File: src/rtl/burst_pkg.sv
package burst_pkg;
    localparam int WORD_W     = 16;
    localparam int DATA_WORDS = 9;

    typedef logic [WORD_W-1:0] word_t;
    typedef word_t [DATA_WORDS-1:0] frame_t;

    typedef enum logic [0:0] {
        ST_IDLE   = 1'b0,
        ST_STREAM = 1'b1
    } state_t;

    function automatic word_t byte_sum(input word_t w);
        return {8'd0, w[15:8]} + {8'd0, w[7:0]};
    endfunction
endpackage

File: src/rtl/burst_cmd_detect.sv
module burst_cmd_detect
    import burst_pkg::*;
#(
    parameter word_t CMD_WORD = 16'h6800
) (
    input  logic  rx_valid,
    input  word_t rx_word,
    input  logic  cs_n,
    input  logic  idle,
    output logic  start
);
    always_comb begin
        start = rx_valid && !cs_n && idle && (rx_word == CMD_WORD);
    end
endmodule

File: src/rtl/burst_snapshot.sv
module burst_snapshot
    import burst_pkg::*;
#(
    parameter int          AXES        = 3,
    parameter logic [2:0]  SCALED_MODE = 3'b010
) (
    input  logic                   clk,
    input  logic                   rst,
    input  logic                   capture,
    input  logic [2:0]             sync_mode,
    input  word_t                  status_word,
    input  logic [AXES*WORD_W-1:0] gyro_xyz,
    input  logic [AXES*WORD_W-1:0] accel_xyz,
    input  word_t                  temp_word,
    input  word_t                  data_count,
    input  word_t                  time_stamp,
    output frame_t                 frame
);
    localparam int GYRO_BASE  = 1;
    localparam int ACCEL_BASE = GYRO_BASE + AXES;
    localparam int TEMP_POS   = ACCEL_BASE + AXES;
    localparam int LAST_POS   = TEMP_POS + 1;

    frame_t next_frame;

    always_comb begin
        next_frame           = '0;
        next_frame[0]        = status_word;
        next_frame[TEMP_POS] = temp_word;
        next_frame[LAST_POS] = (sync_mode == SCALED_MODE) ? time_stamp : data_count;
    end

    for (genvar a = 0; a < AXES; a++) begin : g_axis
        always_ff @(posedge clk) begin
            if (rst) begin
                frame[GYRO_BASE + a]  <= '0;
                frame[ACCEL_BASE + a] <= '0;
            end else if (capture) begin
                frame[GYRO_BASE + a]  <= gyro_xyz[a*WORD_W +: WORD_W];
                frame[ACCEL_BASE + a] <= accel_xyz[a*WORD_W +: WORD_W];
            end
        end
    end

    always_ff @(posedge clk) begin
        if (rst) begin
            frame[0]        <= '0;
            frame[TEMP_POS] <= '0;
            frame[LAST_POS] <= '0;
        end else if (capture) begin
            frame[0]        <= next_frame[0];
            frame[TEMP_POS] <= next_frame[TEMP_POS];
            frame[LAST_POS] <= next_frame[LAST_POS];
        end
    end

    AST_SNAP_HOLD: assert property (@(posedge clk) disable iff (rst)
        !capture |=> $stable(frame));
endmodule

File: src/rtl/burst_sequencer.sv
module burst_sequencer
    import burst_pkg::*;
#(
    parameter int N_WORDS = DATA_WORDS
) (
    input  logic   clk,
    input  logic   rst,
    input  logic   start,
    input  logic   cs_n,
    input  logic   tx_next,
    input  frame_t frame,
    output word_t  tx_data,
    output logic   busy,
    output logic   done
);
    localparam int IDX_W = $clog2(N_WORDS + 1);
    localparam logic [IDX_W-1:0] LAST_IDX = IDX_W'(N_WORDS);

    state_t           state;
    logic [IDX_W-1:0] idx;
    word_t            sum;
    word_t            cur_word;

    always_comb begin
        cur_word = sum;
        for (int i = 0; i < N_WORDS; i++) begin
            if (idx == IDX_W'(i)) cur_word = frame[i];
        end
    end

    assign busy    = (state == ST_STREAM);
    assign tx_data = busy ? cur_word : '0;

    always_ff @(posedge clk) begin
        if (rst) begin
            state <= ST_IDLE;
            idx   <= '0;
            sum   <= '0;
            done  <= 1'b0;
        end else begin
            done <= 1'b0;
            case (state)
                ST_IDLE: begin
                    if (start) begin
                        state <= ST_STREAM;
                        idx   <= '0;
                        sum   <= '0;
                    end
                end
                ST_STREAM: begin
                    if (cs_n) begin
                        state <= ST_IDLE;
                    end else if (tx_next) begin
                        if (idx == LAST_IDX) begin
                            state <= ST_IDLE;
                            done  <= 1'b1;
                        end else begin
                            idx <= idx + 1'b1;
                            sum <= sum + byte_sum(cur_word);
                        end
                    end
                end
                default: state <= ST_IDLE;
            endcase
        end
    end

    AST_IDX_RANGE: assert property (@(posedge clk) disable iff (rst)
        busy |-> (idx <= LAST_IDX));
    AST_ABORT_IDLE: assert property (@(posedge clk) disable iff (rst)
        (busy && cs_n) |=> (!busy && !done));
    AST_DONE_SINGLE: assert property (@(posedge clk) disable iff (rst)
        done |=> !done);
    AST_DONE_AFTER_TAKE: assert property (@(posedge clk) disable iff (rst)
        done |-> (!busy && $past(tx_next)));
    AST_SUM_FRESH: assert property (@(posedge clk) disable iff (rst)
        $rose(busy) |-> (sum == '0 && idx == '0));
endmodule

File: src/rtl/burst_frame_gen.sv
module burst_frame_gen
    import burst_pkg::*;
#(
    parameter logic [15:0] CMD_WORD    = 16'h6800,
    parameter logic [2:0]  SCALED_MODE = 3'b010,
    parameter int          AXES        = 3
) (
    input  logic                 clk,
    input  logic                 rst,
    input  logic                 cs_n,
    input  logic                 rx_valid,
    input  logic [15:0]          rx_word,
    input  logic                 tx_next,
    input  logic [2:0]           sync_mode,
    input  logic [15:0]          status_word,
    input  logic [AXES*16-1:0]   gyro_xyz,
    input  logic [AXES*16-1:0]   accel_xyz,
    input  logic [15:0]          temp_word,
    input  logic [15:0]          data_count,
    input  logic [15:0]          time_stamp,
    output logic [15:0]          tx_data,
    output logic                 busy,
    output logic                 done
);
    logic   start;
    frame_t frame;

    burst_cmd_detect #(.CMD_WORD(CMD_WORD)) u_detect (
        .rx_valid (rx_valid),
        .rx_word  (rx_word),
        .cs_n     (cs_n),
        .idle     (!busy),
        .start    (start)
    );

    burst_snapshot #(.AXES(AXES), .SCALED_MODE(SCALED_MODE)) u_snap (
        .clk         (clk),
        .rst         (rst),
        .capture     (start),
        .sync_mode   (sync_mode),
        .status_word (status_word),
        .gyro_xyz    (gyro_xyz),
        .accel_xyz   (accel_xyz),
        .temp_word   (temp_word),
        .data_count  (data_count),
        .time_stamp  (time_stamp),
        .frame       (frame)
    );

    burst_sequencer #(.N_WORDS(DATA_WORDS)) u_seq (
        .clk     (clk),
        .rst     (rst),
        .start   (start),
        .cs_n    (cs_n),
        .tx_next (tx_next),
        .frame   (frame),
        .tx_data (tx_data),
        .busy    (busy),
        .done    (done)
    );

    AST_START_NEEDS_CS: assert property (@(posedge clk) disable iff (rst)
        (!busy && cs_n) |=> !busy);
    AST_IDLE_ZERO: assert property (@(posedge clk) disable iff (rst)
        !busy |-> (tx_data == 16'h0000));
endmodule

File: config.mk
export PLATFORM = sky130hd
export DESIGN_NAME = burst_frame_gen
export DESIGN_NICKNAME = d
export VERILOG_FILES = /design/src/rtl/burst_pkg.sv /design/src/rtl/burst_cmd_detect.sv /design/src/rtl/burst_snapshot.sv /design/src/rtl/burst_sequencer.sv /design/src/rtl/burst_frame_gen.sv
export SDC_FILE = /design/constraint.sdc
export NUM_CORES = 1
export LEC_CHECK = 0
export ABC_AREA = 1
export ABC_CLOCK_PERIOD_IN_PS = 6400
export BUFFER_PORTS_ARGS = -buffer_cell sky130_fd_sc_hd__buf_2
export CAP_MARGIN = 20
export CORE_MARGIN = 8
export CORE_UTILIZATION = 56
export CTS_BUF_LIST = sky130_fd_sc_hd__clkbuf_4 sky130_fd_sc_hd__clkbuf_8
export CTS_CLUSTER_SIZE = 20
export DETAILED_ROUTE_END_ITERATION = 7
export PLACE_DENSITY = 0.82
export RECOVER_POWER = 25
export SYNTH_ARGS = -nofsm -noshare
export SYNTH_HDL_FRONTEND = slang
export SYNTH_SLANG_ARGS = --single-unit
File: constraint.sdc
create_clock -name clk -period 6.4 [get_ports clk]
set_input_delay 0.96 -clock clk [delete_from_list [all_inputs] [get_ports clk]]
set_output_delay 0.96 -clock clk [all_outputs]
set_load 0.005 [all_outputs]
==> flow_summary.json <==
{
  "slowest_delay_ns": 0.65,
  "synthAdderAreaFrac": 0.0354,
  "cts_inserted_buffers": 17,
  "synthTopCellsByArea": "dfxtp_1 (37%), nand2_1 (9.9%), o21ai_0 (9.8%), nor2_1 (8.9%), inv_1 (7.6%)",
  "drv_slew": 266,
  "fp.dieH_um": 142,
  "syn_inst": 1353,
  "syn_area_per_cell_um2": 6.59,
  "postCtsSetupBuffers": 0,
  "crit_buf_inv": 4,
  "place.gp.congestion": 0.901,
  "grt_pass1_wl_um": 41500,
  "die-area_um2": 20200,
  "r2r_start": "u_seq.idx[2]",
  "antenna_found_initial": 0,
  "grt_pass1_vias": 8533,
  "fin_ws_ns": 0.807,
  "drive_gt1_frac": 0.188,
  "dr.pass1.iters": 6,
  "hold_path_class": "register to register",
  "ys_warn_count": 0,
  "via_count": 8994,
  "via_per_inst": 5.18,
  "final_net_count": 1714,
  "wl_per_cell_um": 14.8,
  "p_per_area_nw_per_um2": 194,
  "worst-path-stages": 28,
  "max_slew_margin": -0.675,
  "grt.total_usage": 0.255,
  "cts.htree.levels": 4,
  "ys_types": 39,
  "yosysMostFrequentCell": "nand2_1",
  "drc": 0,
  "syn_nets": 1561,
  "die_x_um": 142,
  "cts.sinks": 166,
  "dpl.hpwl_um": 19800,
  "holdWs_ns": 0.459,
  "p_leak_nw": 4.71,
  "ys_ff_latch": 166,
  "setup-tns-final_ns": 0,
  "max_slew.worst_pin.slew_ns": 2.51,
  "ys.flop_type": "dfxtp_1",
  "slowest_stage": "nor2_1",
  "rsz0062_at_grt": "no",
  "min_period_over_period": 0.874,
  "diodes": 0,
  "cap_violations": 3,
  "critPathArrivalTime_ns": 5.95,
  "max_freq_ghz": 0.179,
  "clk_pin_slew_ns": 0.09,
  "cts_resized": 0,
  "final_util": 0.659,
  "ctsHoldBuffers": 0,
  "synth_xor_area_frac": 0.00688,
  "clk_latency_ns": 0.46,
  "ant_nets": 0,
  "ir_worst_vdd_mv": 0.145,
  "coreArea_um2": 15700,
  "cts_tree": "yes",
  "r2r-end": "u_seq.sum[13]",
  "design_area_um2": 10400,
  "crit_path_start_kind": "register",
  "cp_max_fo": 21,
  "drtIter0Drc": 789,
  "num_io_pins": 202,
  "place_ws_ns": 0.793,
  "clock-root-buffer": "clkbuf_8",
  "placed_area_um2": 9900,
  "synth_edf_count": 0,
  "finalSetupViolCount": 0,
  "drt_wl_total_um": 25700,
  "synth-seq-area-share": 0.373,
  "crit_required_ns": 6.76,
  "start_util": 0.567,
  "fin_crit_ns": 5.59,
  "reg2reg_setup_slack_ns": 0.81,
  "area_delta_synth_final_pct": 16.2,
  "synthMuxAreaShare": 0.0202,
  "synthTopCellsByCount": "nand2_1 (234), nor2_1 (212), inv_1 (180)",
  "yosysTopAreaCell": "dfxtp_1",
  "rows": 46,
  "hold_path_end": "u_snap.frame[106]",
  "grt_start_max_net_pins": 119,
  "finClkSkew_ns": 0.0103,
  "crit_type": "register to register",
  "violations": "max-capacitance violations, max-slew violations",
  "hp-start": "u_snap.frame[106]",
  "synthSimpleGateAreaFrac": 0.275,
  "synthArstFlopShare": 0,
  "end_kind": "register",
  "worstRegToRegCells": 28,
  "portBuffers": 201,
  "synth-compound-area-share": 0.173,
  "hold_path_depth": 2,
  "outcome": "complete, but fails checks",
  "grt_overflow": 0,
  "timing.final.hold_violations": 0,
  "synth_top_area_share": 0.373,
  "netlist_area_um2": 8910,
  "crit_top_cell": "nand2_1",
  "cts_buffer_depth": 2,
  "synth_top_family_by_area": "simple AND/OR/NAND/NOR gates",
  "cpLargestDelayFamily": "simple AND/OR/NAND/NOR gates"
}
==> registers in the layout, indices dropped and copies added (netlist names) <==
| register | flops |
|---|---|
| u_snap.frame | 144 |
| u_seq.busy | 1 |
| u_seq.done | 1 |
| u_seq.idx | 4 |
| u_seq.sum | 16 |
==> where the power goes <==
group	switching (mW)	internal, mW
logic	0.0513	0.0579
clock network	0.416	0.448
registers	0.00000331	1.03
total	0.467	1.54
==> kinds of logic after synthesis <==
logic type | after synthesis
buffers and inverters | 260
and+or+nand+nor | 581
DFF | 166
xor gates and xnor gates | 7
adders and majority gates | 24
muxes | 16
AOI/OAI and AO/OA | 299
==> worst max-delay path by stage <==
stage | start | to
after floorplan | u_seq.idx[0] | u_seq.sum[15]
after global placement | u_seq.idx[2] | u_seq.sum[11]
after detailed placement | u_seq.idx[2] | u_seq.sum[13]
after CTS | u_seq.idx[2] | u_seq.sum[13]
after global routing | u_seq.idx[2] | u_seq.sum[13]
final | u_seq.idx[2] | u_seq.sum[13]
==> area by class of cell <==
cell class / instances / area [um2]
clock inverter: 14 / 214
sequential: 166 / 3320
multi-input combinational: 927 / 4550
timing repair buffer: 208 / 1050
fill: 1460 / 5360
tap: 216 / 270
inverter: 186 / 698
clock buffer: 18 / 248
==> metal layers <==
metal / track usage / wire [um] / vias to the layer above
met5: 0 / 0 / -
met4: 0.0741 / 525 / 0
met3: 0.0560 / 1870 / 44
met2: 0.422 / 12000 / 290
met1: 0.326 / 11300 / 4045
li1: - / - / 4615
==> tightest hold or removal path, stage by stage (launching register included) <==
cell and delay (ns):
dfxtp_1 0.31, inv_1 0.06, a21oi_1 0.05
==> placed cells by master (no fill, tap or decap), drive strengths merged, types with 2 or more instances in the layout <==
cell type and instances:
nor2 216, nand4 14, inv 190, nand2 238, ha 22, nor4 4, bufinv 4, o21ai 180
xnor2 4, dfxtp 166, clkbuf 22, or2 26, nor3 6, o21bai 3, xor2 3, mux2 16
o22ai 12, nand3 76, buf 204, clkinv 5, a21oi 98, fa 2
==> stage by stage <==
stage | cells | power [mW]
floorplan | 1353 | 1.10
global placement | 1703 | 1.16
detailed placement | 1703 | 1.16
CTS | 1735 | 2.01
global route | 1735 | 2.07
finish | 1735 | 2.01
No activity file was read; power rests on OpenSTA's default activity.
